--- config.mk ---
export PLATFORM = sky130hd
export DESIGN_NAME = serial_reg_port
export DESIGN_NICKNAME = d
export VERILOG_FILES = /design/src/rtl/srp_pkg.sv /design/src/rtl/srp_sync.sv /design/src/rtl/srp_frame.sv /design/src/rtl/srp_bank.sv /design/src/rtl/serial_reg_port.sv
export SDC_FILE = /design/constraint.sdc
export NUM_CORES = 1
export LEC_CHECK = 0
export ABC_CLOCK_PERIOD_IN_PS = 2950
export BUFFER_PORTS_ARGS = -buffer_cell sky130_fd_sc_hd__buf_2
export CORE_UTILIZATION = 35
export DETAILED_ROUTE_END_ITERATION = 10
export GPL_TIMING_DRIVEN = 0
export PLACE_DENSITY = 0.54
export SETUP_SLACK_MARGIN = 0.5
export SYNTH_ARGS = -nofsm -noshare
export SYNTH_HDL_FRONTEND = slang
export SYNTH_HIERARCHICAL = 1
export SYNTH_SLANG_ARGS = --single-unit
export TNS_END_PERCENT = 10
--- constraint.sdc ---
create_clock -name clk -period 2.95 [get_ports clk]
set_input_delay 0.295 -clock clk [delete_from_list [all_inputs] [get_ports clk]]
set_output_delay 0.295 -clock clk [all_outputs]
set_load 0.05 [all_outputs]
--- src/rtl/srp_pkg.sv ---
`timescale 1ns/1ps
// Package: frame geometry shared by the serial register port.
// Assumes a fixed 1 + 6 + 24 bit frame closed by a 32nd clock.
package srp_pkg;
    localparam int ADDR_BITS  = 6;
    localparam int DATA_BITS  = 24;
    localparam int FRAME_CLKS = 32;
    localparam int SHIFT_BITS = 1 + ADDR_BITS + DATA_BITS;  // 31 payload bits
    localparam int CNT_W      = 6;
    localparam int ADDR_DONE  = 1 + ADDR_BITS;               // edge count when address complete
endpackage

--- src/rtl/srp_sync.sv ---
`timescale 1ns/1ps
// Module: srp_sync
// Two-flop synchronizer for a bundle of asynchronous inputs.
// Assumes each bit is independent (no multi-bit coherency needed).
module srp_sync #(
    parameter int W = 1
) (
    input  logic         clk,
    input  logic         rst_n,
    input  logic [W-1:0] d,
    output logic [W-1:0] q
);
    logic [W-1:0] meta;

    // Two register stages per bit toward the system clock domain.
    always_ff @(posedge clk) begin
        if (!rst_n) begin
            meta <= '0;
            q    <= '0;
        end else begin
            meta <= d;
            q    <= meta;
        end
    end
endmodule

--- src/rtl/srp_frame.sv ---
`timescale 1ns/1ps
// Module: srp_frame
// Recovers serial clock edges from synchronized samples, counts rising
// edges, shifts in the 31 payload bits and shifts out read data.
// Assumes the system clock is at least 4x the serial clock, and that select,
// clock and data all reach this block through synchronizers of equal depth.
module srp_frame
    import srp_pkg::*;
(
    input  logic                 clk,
    input  logic                 rst_n,
    input  logic                 sclk_s,
    input  logic                 sel_s,
    input  logic                 sdi_s,
    input  logic [DATA_BITS-1:0] rd_word,
    output logic [ADDR_BITS-1:0] rd_addr,
    output logic                 wr_commit,
    output logic [ADDR_BITS-1:0] wr_addr,
    output logic [DATA_BITS-1:0] wr_data,
    output logic                 sdo,
    output logic [CNT_W-1:0]     edge_cnt
);
    logic                  sclk_d, sel_d;
    logic                  rise, fall, sel_drop;
    logic [SHIFT_BITS-1:0] in_sh;
    logic [DATA_BITS-1:0]  out_sh;

    assign rise     = sclk_s & ~sclk_d;
    assign fall     = ~sclk_s & sclk_d;
    assign sel_drop = sel_d & ~sel_s;

    // Delay copies used for edge detection.
    always_ff @(posedge clk) begin
        if (!rst_n) begin
            sclk_d <= 1'b0;
            sel_d  <= 1'b0;
        end else begin
            sclk_d <= sclk_s;
            sel_d  <= sel_s;
        end
    end

    // Rising-edge counter, cleared outside a frame, saturating at its maximum.
    always_ff @(posedge clk) begin
        if (!rst_n || !sel_s)
            edge_cnt <= '0;
        else if (rise && edge_cnt != '1)
            edge_cnt <= edge_cnt + 1'b1;
    end

    // Payload shift register: only rising edges 1..31 carry bits.
    always_ff @(posedge clk) begin
        if (!rst_n)
            in_sh <= '0;
        else if (sel_s && rise && edge_cnt < CNT_W'(SHIFT_BITS))
            in_sh <= {in_sh[SHIFT_BITS-2:0], sdi_s};
    end

    assign rd_addr = in_sh[ADDR_BITS-1:0];

    // Read data: loaded once the address is complete, advanced on falls 8..30.
    always_ff @(posedge clk) begin
        if (!rst_n || !sel_s)
            out_sh <= '0;
        else if (edge_cnt == CNT_W'(ADDR_DONE))
            out_sh <= in_sh[ADDR_BITS] ? rd_word : '0;
        else if (fall && edge_cnt > CNT_W'(ADDR_DONE) && edge_cnt < CNT_W'(SHIFT_BITS))
            out_sh <= {out_sh[DATA_BITS-2:0], 1'b0};
    end

    assign sdo = out_sh[DATA_BITS-1];

    // Commit a write only when a complete frame closes.
    assign wr_commit = sel_drop && (edge_cnt == CNT_W'(FRAME_CLKS)) && !in_sh[SHIFT_BITS-1];
    assign wr_addr   = in_sh[SHIFT_BITS-2 -: ADDR_BITS];
    assign wr_data   = in_sh[DATA_BITS-1:0];
endmodule

--- src/rtl/srp_bank.sv ---
`timescale 1ns/1ps
// Module: srp_bank
// Register storage with a read multiplexer. Read-only slots return a status
// word and ignore writes. Addresses at or beyond NUM_REGS read as zero.
// Assumes NUM_REGS <= 64 so that every slot is reachable with a 6-bit address.
module srp_bank
    import srp_pkg::*;
#(
    parameter int               NUM_REGS = 8,
    parameter logic [NUM_REGS-1:0] RO_MASK = '0
) (
    input  logic                          clk,
    input  logic                          rst_n,
    input  logic                          wr_en,
    input  logic [ADDR_BITS-1:0]          wr_addr,
    input  logic [DATA_BITS-1:0]          wr_data,
    input  logic [ADDR_BITS-1:0]          rd_addr,
    input  logic [DATA_BITS-1:0]          status_word,
    output logic [DATA_BITS-1:0]          rd_word,
    output logic [NUM_REGS*DATA_BITS-1:0] cfg_flat
);
    for (genvar i = 0; i < NUM_REGS; i++) begin : g_slot
        if (RO_MASK[i]) begin : g_ro
            assign cfg_flat[i*DATA_BITS +: DATA_BITS] = '0;
        end else begin : g_rw
            logic [DATA_BITS-1:0] q;
            // Writable slot: loads on a committed write to its address.
            always_ff @(posedge clk) begin
                if (!rst_n)
                    q <= '0;
                else if (wr_en && wr_addr == ADDR_BITS'(i))
                    q <= wr_data;
            end
            assign cfg_flat[i*DATA_BITS +: DATA_BITS] = q;
        end
    end

    // Read selection; unmatched addresses fall through to zero.
    always_comb begin
        rd_word = '0;
        for (int i = 0; i < NUM_REGS; i++) begin
            if (rd_addr == ADDR_BITS'(i))
                rd_word = RO_MASK[i] ? status_word : cfg_flat[i*DATA_BITS +: DATA_BITS];
        end
    end
endmodule

--- src/rtl/serial_reg_port.sv ---
`timescale 1ns/1ps
// Module: serial_reg_port (top)
// Serial slave for a 24-bit configuration bank. Each frame is 32 serial clocks:
// a direction bit, a 6-bit address and a 24-bit word. Serial inputs are
// oversampled by clk through two-flop synchronizers.
// Assumes clk is at least 4x host_sclk and host_sclk idles low.
module serial_reg_port
    import srp_pkg::*;
#(
    parameter int                  NUM_REGS = 8,
    parameter logic [NUM_REGS-1:0] RO_MASK  = NUM_REGS'(1) << (NUM_REGS - 1)
) (
    input  logic                          clk,
    input  logic                          rst_n,
    input  logic                          host_sel,
    input  logic                          host_sclk,
    input  logic                          host_sdi,
    output logic                          host_sdo,
    input  logic [DATA_BITS-1:0]          status_word,
    output logic [NUM_REGS*DATA_BITS-1:0] cfg_regs
);
    logic                 sel_s, sclk_s, sdi_s;
    logic [ADDR_BITS-1:0] rd_addr, wr_addr;
    logic [DATA_BITS-1:0] rd_word, wr_data;
    logic                 wr_commit;
    logic [CNT_W-1:0]     edge_cnt;

    srp_sync #(.W(3)) u_sync (
        .clk   (clk),
        .rst_n (rst_n),
        .d     ({host_sel, host_sclk, host_sdi}),
        .q     ({sel_s, sclk_s, sdi_s})
    );

    srp_frame u_frame (
        .clk       (clk),
        .rst_n     (rst_n),
        .sclk_s    (sclk_s),
        .sel_s     (sel_s),
        .sdi_s     (sdi_s),
        .rd_word   (rd_word),
        .rd_addr   (rd_addr),
        .wr_commit (wr_commit),
        .wr_addr   (wr_addr),
        .wr_data   (wr_data),
        .sdo       (host_sdo),
        .edge_cnt  (edge_cnt)
    );

    srp_bank #(.NUM_REGS(NUM_REGS), .RO_MASK(RO_MASK)) u_bank (
        .clk         (clk),
        .rst_n       (rst_n),
        .wr_en       (wr_commit),
        .wr_addr     (wr_addr),
        .wr_data     (wr_data),
        .rd_addr     (rd_addr),
        .status_word (status_word),
        .rd_word     (rd_word),
        .cfg_flat    (cfg_regs)
    );
endmodule

Word-level counts from Yosys, hierarchy flattened:

Index checks and enable logic that the tools add are counted.

* bits in registers: 237
* output and inout port bits: 193
* word-level logic and storage cells: 71

* add/sub/neg operators: 1
* order comparisons: 2
* equal/unequal tests: 16
* mux-type cells: 11
* bitwise logic cells: 6
* reductions and logical operators: 21

Operators with widths (count)
* $mux W24: 11
* $eq A6 B3 Y1 const B: 8
* $eq A6 B2 Y1 const B: 4
* $logic_and A1 B1 Y1: 14
* $eq A6 B1 Y1 const B: 2
* $logic_not A6 Y1: 2
* $add A6 B1 Y6 const B: 1
* $eq A6 B6 Y1 const B: 1
* $gt A6 B3 Y1 const B: 1
* $lt A6 B5 Y1 const B: 1
* $ne A6 B6 Y1 const B: 1
* $and A1 B1 Y1: 3
* $logic_not A1 Y1: 3
* $not A1 Y1: 3
* $reduce_bool A2 Y1: 1
* $logic_or A1 B1 Y1: 1

Depth between registers and ports, before layout:

* depth after elaboration: 11
* mapped depth: 9
* gate-level depth less buffers: 6

By module:

The synthesis kept the hierarchy.

Modules (own cells, without submodules)
* srp_bank: times used 1, cells an instance 730, area each 7803.7 um^2
* srp_frame: times used 1, cells an instance 332, area each 2939.1 um^2
* srp_sync: times used 1, cells an instance 12, area each 157.7 um^2

Worst setup path before layout:

No wires, ideal clock.

* kind: register -> register
* start: register u_frame.in_sh[0]
* end: register u_frame.out_sh[9]
* setup time: 0.116 ns
* arrival time: 2.101 ns
* required time: 2.834 ns
* slack: 0.733 ns
* stages on the path, launching flop included: 8
* path buffers: 3
* clock period less this slack: 2.217 ns
* cell sequence: dfxtp_1 -> buf_4 -> buf_2 -> buf_2 -> mux4_2 -> a22o_1 -> o2bb2ai_1 -> a31o_2

* cells in the longest elaborated chain, start to end: 11

RTL lines
* start: declaration: RTL line srp_frame.sv:25 `logic [SHIFT_BITS-1:0] in_sh;`
* start signal: assignment: RTL line srp_frame.sv:56 `in_sh <= {in_sh[SHIFT_BITS-2:0], sdi_s};`
* $logic_not A6 Y1: RTL line srp_bank.sv:42 `if (rd_addr == ADDR_BITS'(i))`
* $mux W24 (7 in series): RTL line srp_bank.sv:42
* $mux W24 (*): RTL line srp_bank.sv:42
* net rd_word[9]: RTL line serial_reg_port.sv:24 `logic [DATA_BITS-1:0] rd_word, wr_data;`
* $mux W24 (*): RTL line srp_frame.sv:66 `out_sh <= in_sh[ADDR_BITS] ? rd_word : '0;`
* $mux W24 (*): RTL line srp_frame.sv:65 `else if (edge_cnt == CNT_W'(ADDR_DONE))`
* end signal: assignment: RTL line srp_frame.sv:66
* end signal: assignment: RTL line srp_frame.sv:68 `out_sh <= {out_sh[DATA_BITS-2:0], 1'b0};`
* end: declaration: RTL line srp_frame.sv:26 `logic [DATA_BITS-1:0] out_sh;`

Mark *: on every way through the listed nets, which the timed path passes. The rest lies on a longest branch.
A chain may end at the register's enable or synchronous reset.

Worst setup path in the final report:

* start: register u_frame.in_sh[2]
* end: register u_frame.out_sh[23]

Same word-level chain as after synthesis.

==> key figures <==
Run status
  – Status: complete, no violations

Yosys
  – Post-synth top area share: 0.435
  – Synth unique cells: 55
  – Largest area contributor in the netlist: dfxtp_1
  – Multiplexer area fraction after synthesis: 0.248
  – EDFF count, synth: 0
  – Post-synthesis xor/xnor area fraction: 0.000803
  – Post-Syn Area: 0.0109 mm^2
  – Synth Area in Compound Gates: 0.0944
  – Syn Area/Cell: 10.1 um^2
  – Async S/R FF share, synth: 0
  – Synth Area in Simple Gates: 0.135
  – Synth Area in Adders: 0.00230
  – Top post-synthesis cells by area: dfxtp_1 44%, mux2i_1 16%, nand2_1 9.9%
  – Post-synthesis sequential area ratio: 0.435
  – Largest family of logic cells by synthesized area: multiplexers
  – Yosys reg bits: 237
  – Post-Synthesis Cells: 1,074
  – Most used DFF post-synth: dfxtp_1
  – Yosys Warn Count: 6

Floorplan
  – Row count: 64
  – Core Area: 0.0306 mm^2
  – Die area: 0.0319 mm^2
  – Chip height: 178 um
  – Initial Util: 0.356
  – Ports: 222
  – Chip Width: 178 um

Setup path
  – Crit path max fanout: 10
  – Crit path max-delay cell type: clkbuf_1
  – Critical path's largest stage delay: 0.50 ns
  – Crit end category: flip-flop
  – CP top delay family: buffers and inverters
  – Crit path launch type: flip-flop
  – Crit Path Category: flip-flop to flip-flop
  – Crit path cell chain: buf_4 -> clkbuf_1 -> inv_1 -> a2111oi_0 -> a211oi_1 -> o2bb2ai_1 -> a31o_2
  – CP bufs+invs: 3
  – Worst EP required: 3.36 ns
  – Worst EP arrival: 2.85 ns

STA
  – Fin crit share: 0.826
  – Worst slew margin: 0.217
  – Count of pins over their slew limit: 0
  – Hold Fails Final Rpt: 0
  – Least-Margin Pin Slew: 1.17 ns
  – Tmin final: 2.44 ns
  – Final number of setup-violating endpoints: 0
  – RSZ-0062 raised after global routing: yes
  – Setup TNS: 0 ns
  – Clock Skews: 0.00804 ns
  – Fmax: 410 MHz
  – Hold Slack: 0.0165 ns

Global routing
  – Vias in the first global route: 8,560
  – GRT Overall Usage: 0.229
  – Pin count of the biggest net entering global routing: 16
  – GR Overflow Total: 0
  – First-pass GRT wire length: 54,200 um
  – Initial antenna violation count: 0

Placement
  – I/O Buffers: 197
  – Placed cell areas: 0.0125 mm^2
  – GP Congestion: 0.804
  – Placed wire-length estimate: 26,800 um

Power and ir drop
  – Sequential power share: 0.483
  – Pwr dens: 494 mW/mm^2
  – Power, Total: 6.64 mW
  – Sw Pwr: 1.50 mW
  – Clk pwr share: 0.482
  – Internal power: 5.14 mW
  – Sw frac: 0.225
  – Gate power share: 0.034
  – Worst IR drop on VDD: 355 uV
  – Leak: 5.64 nW

Drt
  – DRC: 0
  – DR vias: 8,885
  – Routed WL: 36,800 um
  – Via-to-Cell Ratio: 5.09
  – Initial DRC count: 522
  – Drt wl/cell: 21.1 um
  – DR pass1 iterations: 5
  – Post-DRT Antenna Nets: 0

Layout
  – Fin nets: 1,361
  – FILL cells: 3,009
  – Final Instance Area: 0.0134 mm^2
  – Most frequent cells in the layout: 287 x nand2_1, 237 x dfxtp_1, 207 x buf_2, 169 x mux2i_1, 83 x buf_4
  – Utilization after layout: 0.439
  – Most common cell after layout, fill and taps aside: nand2_1
  – Area growth from synthesis to layout: 23.1%
  – Fraction of layout cells with a size suffix above 1: 0.306
  – Antenna diodes: 0

Clocking
  – CTS tree: done
  – CTS H-tree lvls: 1
  – Clock transition at the registers of the reported paths: 0.06 ns
  – Clk buf depth: 3
  – Worst skew pair latency: 0.53 ns
  – Clock net sink count: 237
  – TritonCTS Buffers: 26
  – Clk root buf: clkbuf_16

Min path
  – Min-delay worst type: input port to flip-flop

Flow run
  – Max Cap Viol: 0
-- logic make-up (layout without fill, tap and decap cells) --
| group | after synthesis | count (layout) |
|---|---|---|
| multiplexers | 220 | 220 |
| other | 1 | 24 |
| flip-flops | 237 | 237 |
| XOR/XNOR | 1 | 1 |
| adder cells (fa/ha/maj) | 2 | 2 |
| AO/OA/AOI/OAI | 128 | 128 |
| AND/OR/NAND/NOR | 342 | 342 |
| buffers and inverters | 143 | 394 |
-- routing by layer --
layer | GRT usage | wire (um) | part of all wire
met4 | 0.0533 | 748 | 0.020
met5 | 0 | 0 | 0
met2 | 0.372 | 17000 | 0.46
met1 | 0.310 | 16600 | 0.45
met3 | 0.0443 | 2410 | 0.066
-- stage by stage --
| stage | setup slack [ns] | std cells |
|---|---|---|
| 3_5_place_dp | 0.0334 | 1690 |
| 3_3_place_gp | -0.00894 | 1690 |
| 5_1_grt | 0.355 | 1744 |
| 2_1_floorplan | 0.733 | 1097 |
| 4_1_cts | 0.422 | 1738 |
| 6_report | 0.513 | 1744 |
-- final cells by class --
class | instances | area [um^2] | area share
well taps | 396 | 495 | 0.0369
inverters | 5 | 18.8 | 0.00140
multi-input cells | 717 | 5350 | 0.399
clock inverters | 7 | 60.1 | 0.00448
flip-flops and latches | 237 | 4740 | 0.354
clock buffers | 39 | 771 | 0.0574
repair buffers | 205 | 1050 | 0.0783
plain buffers | 138 | 925 | 0.0689
-- cell usage after synthesis, drive strengths merged (2+ instances only) --
cell type	count
mux2	12
a22o	19
a21boi	31
o21ai	9
nor2	10
buf	103
a31oi	2
nand2b	4
a21oi	4
mux2i	169
a211o	2
mux4	39
nand2	287
nor3	5
clkbuf	35
and4	3
nor4	2
a211oi	6
inv	5
and2	12
a2111oi	4
nor4bb	2
dfxtp	237
nor2b	3
and3	2
o2bb2ai	21
a31o	21
nand3	3
a221oi	5
nand3b	2
ha	2
-- power groups by stage --
| stage | Sequential [mW] | Combinational [mW] | Clock, mW |
|---|---|---|---|
| floorplan | 3.28 | 0.148 | 0 |
| global placement | 3.28 | 0.223 | 0 |
| detailed placement | 3.28 | 0.224 | 0 |
| CTS | 3.21 | 0.226 | 3.25 |
| global route | 3.21 | 0.239 | 3.40 |
| finish | 3.21 | 0.228 | 3.20 |
-- worst paths after layout --
| check | startpoint | endpoint | slack [ns] | cells after the start |
|---|---|---|---|---|
| setup / recovery | u_frame/in_sh[2]$_SDFFE_PN0P_ | u_frame/out_sh[23]$_SDFFE_PP0P_ | 0.51 | 7 |
| hold / removal | host_sel | u_sync/meta[2]$_SDFF_PN0_ | 0.02 | 2 |
| setup reg to reg | u_frame/in_sh[2]$_SDFFE_PN0P_ | u_frame/out_sh[23]$_SDFFE_PP0P_ | 0.51 | 7 |
| hold reg to reg | u_sync/meta[0]$_SDFF_PN0_ | u_sync/q[0]$_SDFF_PN0_ | 0.43 | 1 |
-- registers in the layout, indices dropped and copies added, names as in the netlist --
register,count
u_frame/in_sh,31
u_sync/meta,3
u_frame/sclk_d,1
u_frame/sel_d,1
u_bank/g_slot.g_rw.q,168
u_frame/out_sh,24
u_sync/q,3
u_frame/edge_cnt,6
-- repair_timing --
item,CTS,global route
endpoints found under the hold margin,2,0
gates resized for setup,16,4
gates cloned,0,0
setup endpoints to repair,64,126
hold buffers,2,0
setup buffers,0,6
pin swaps,0,2
(Power assumes the default switching activity.)
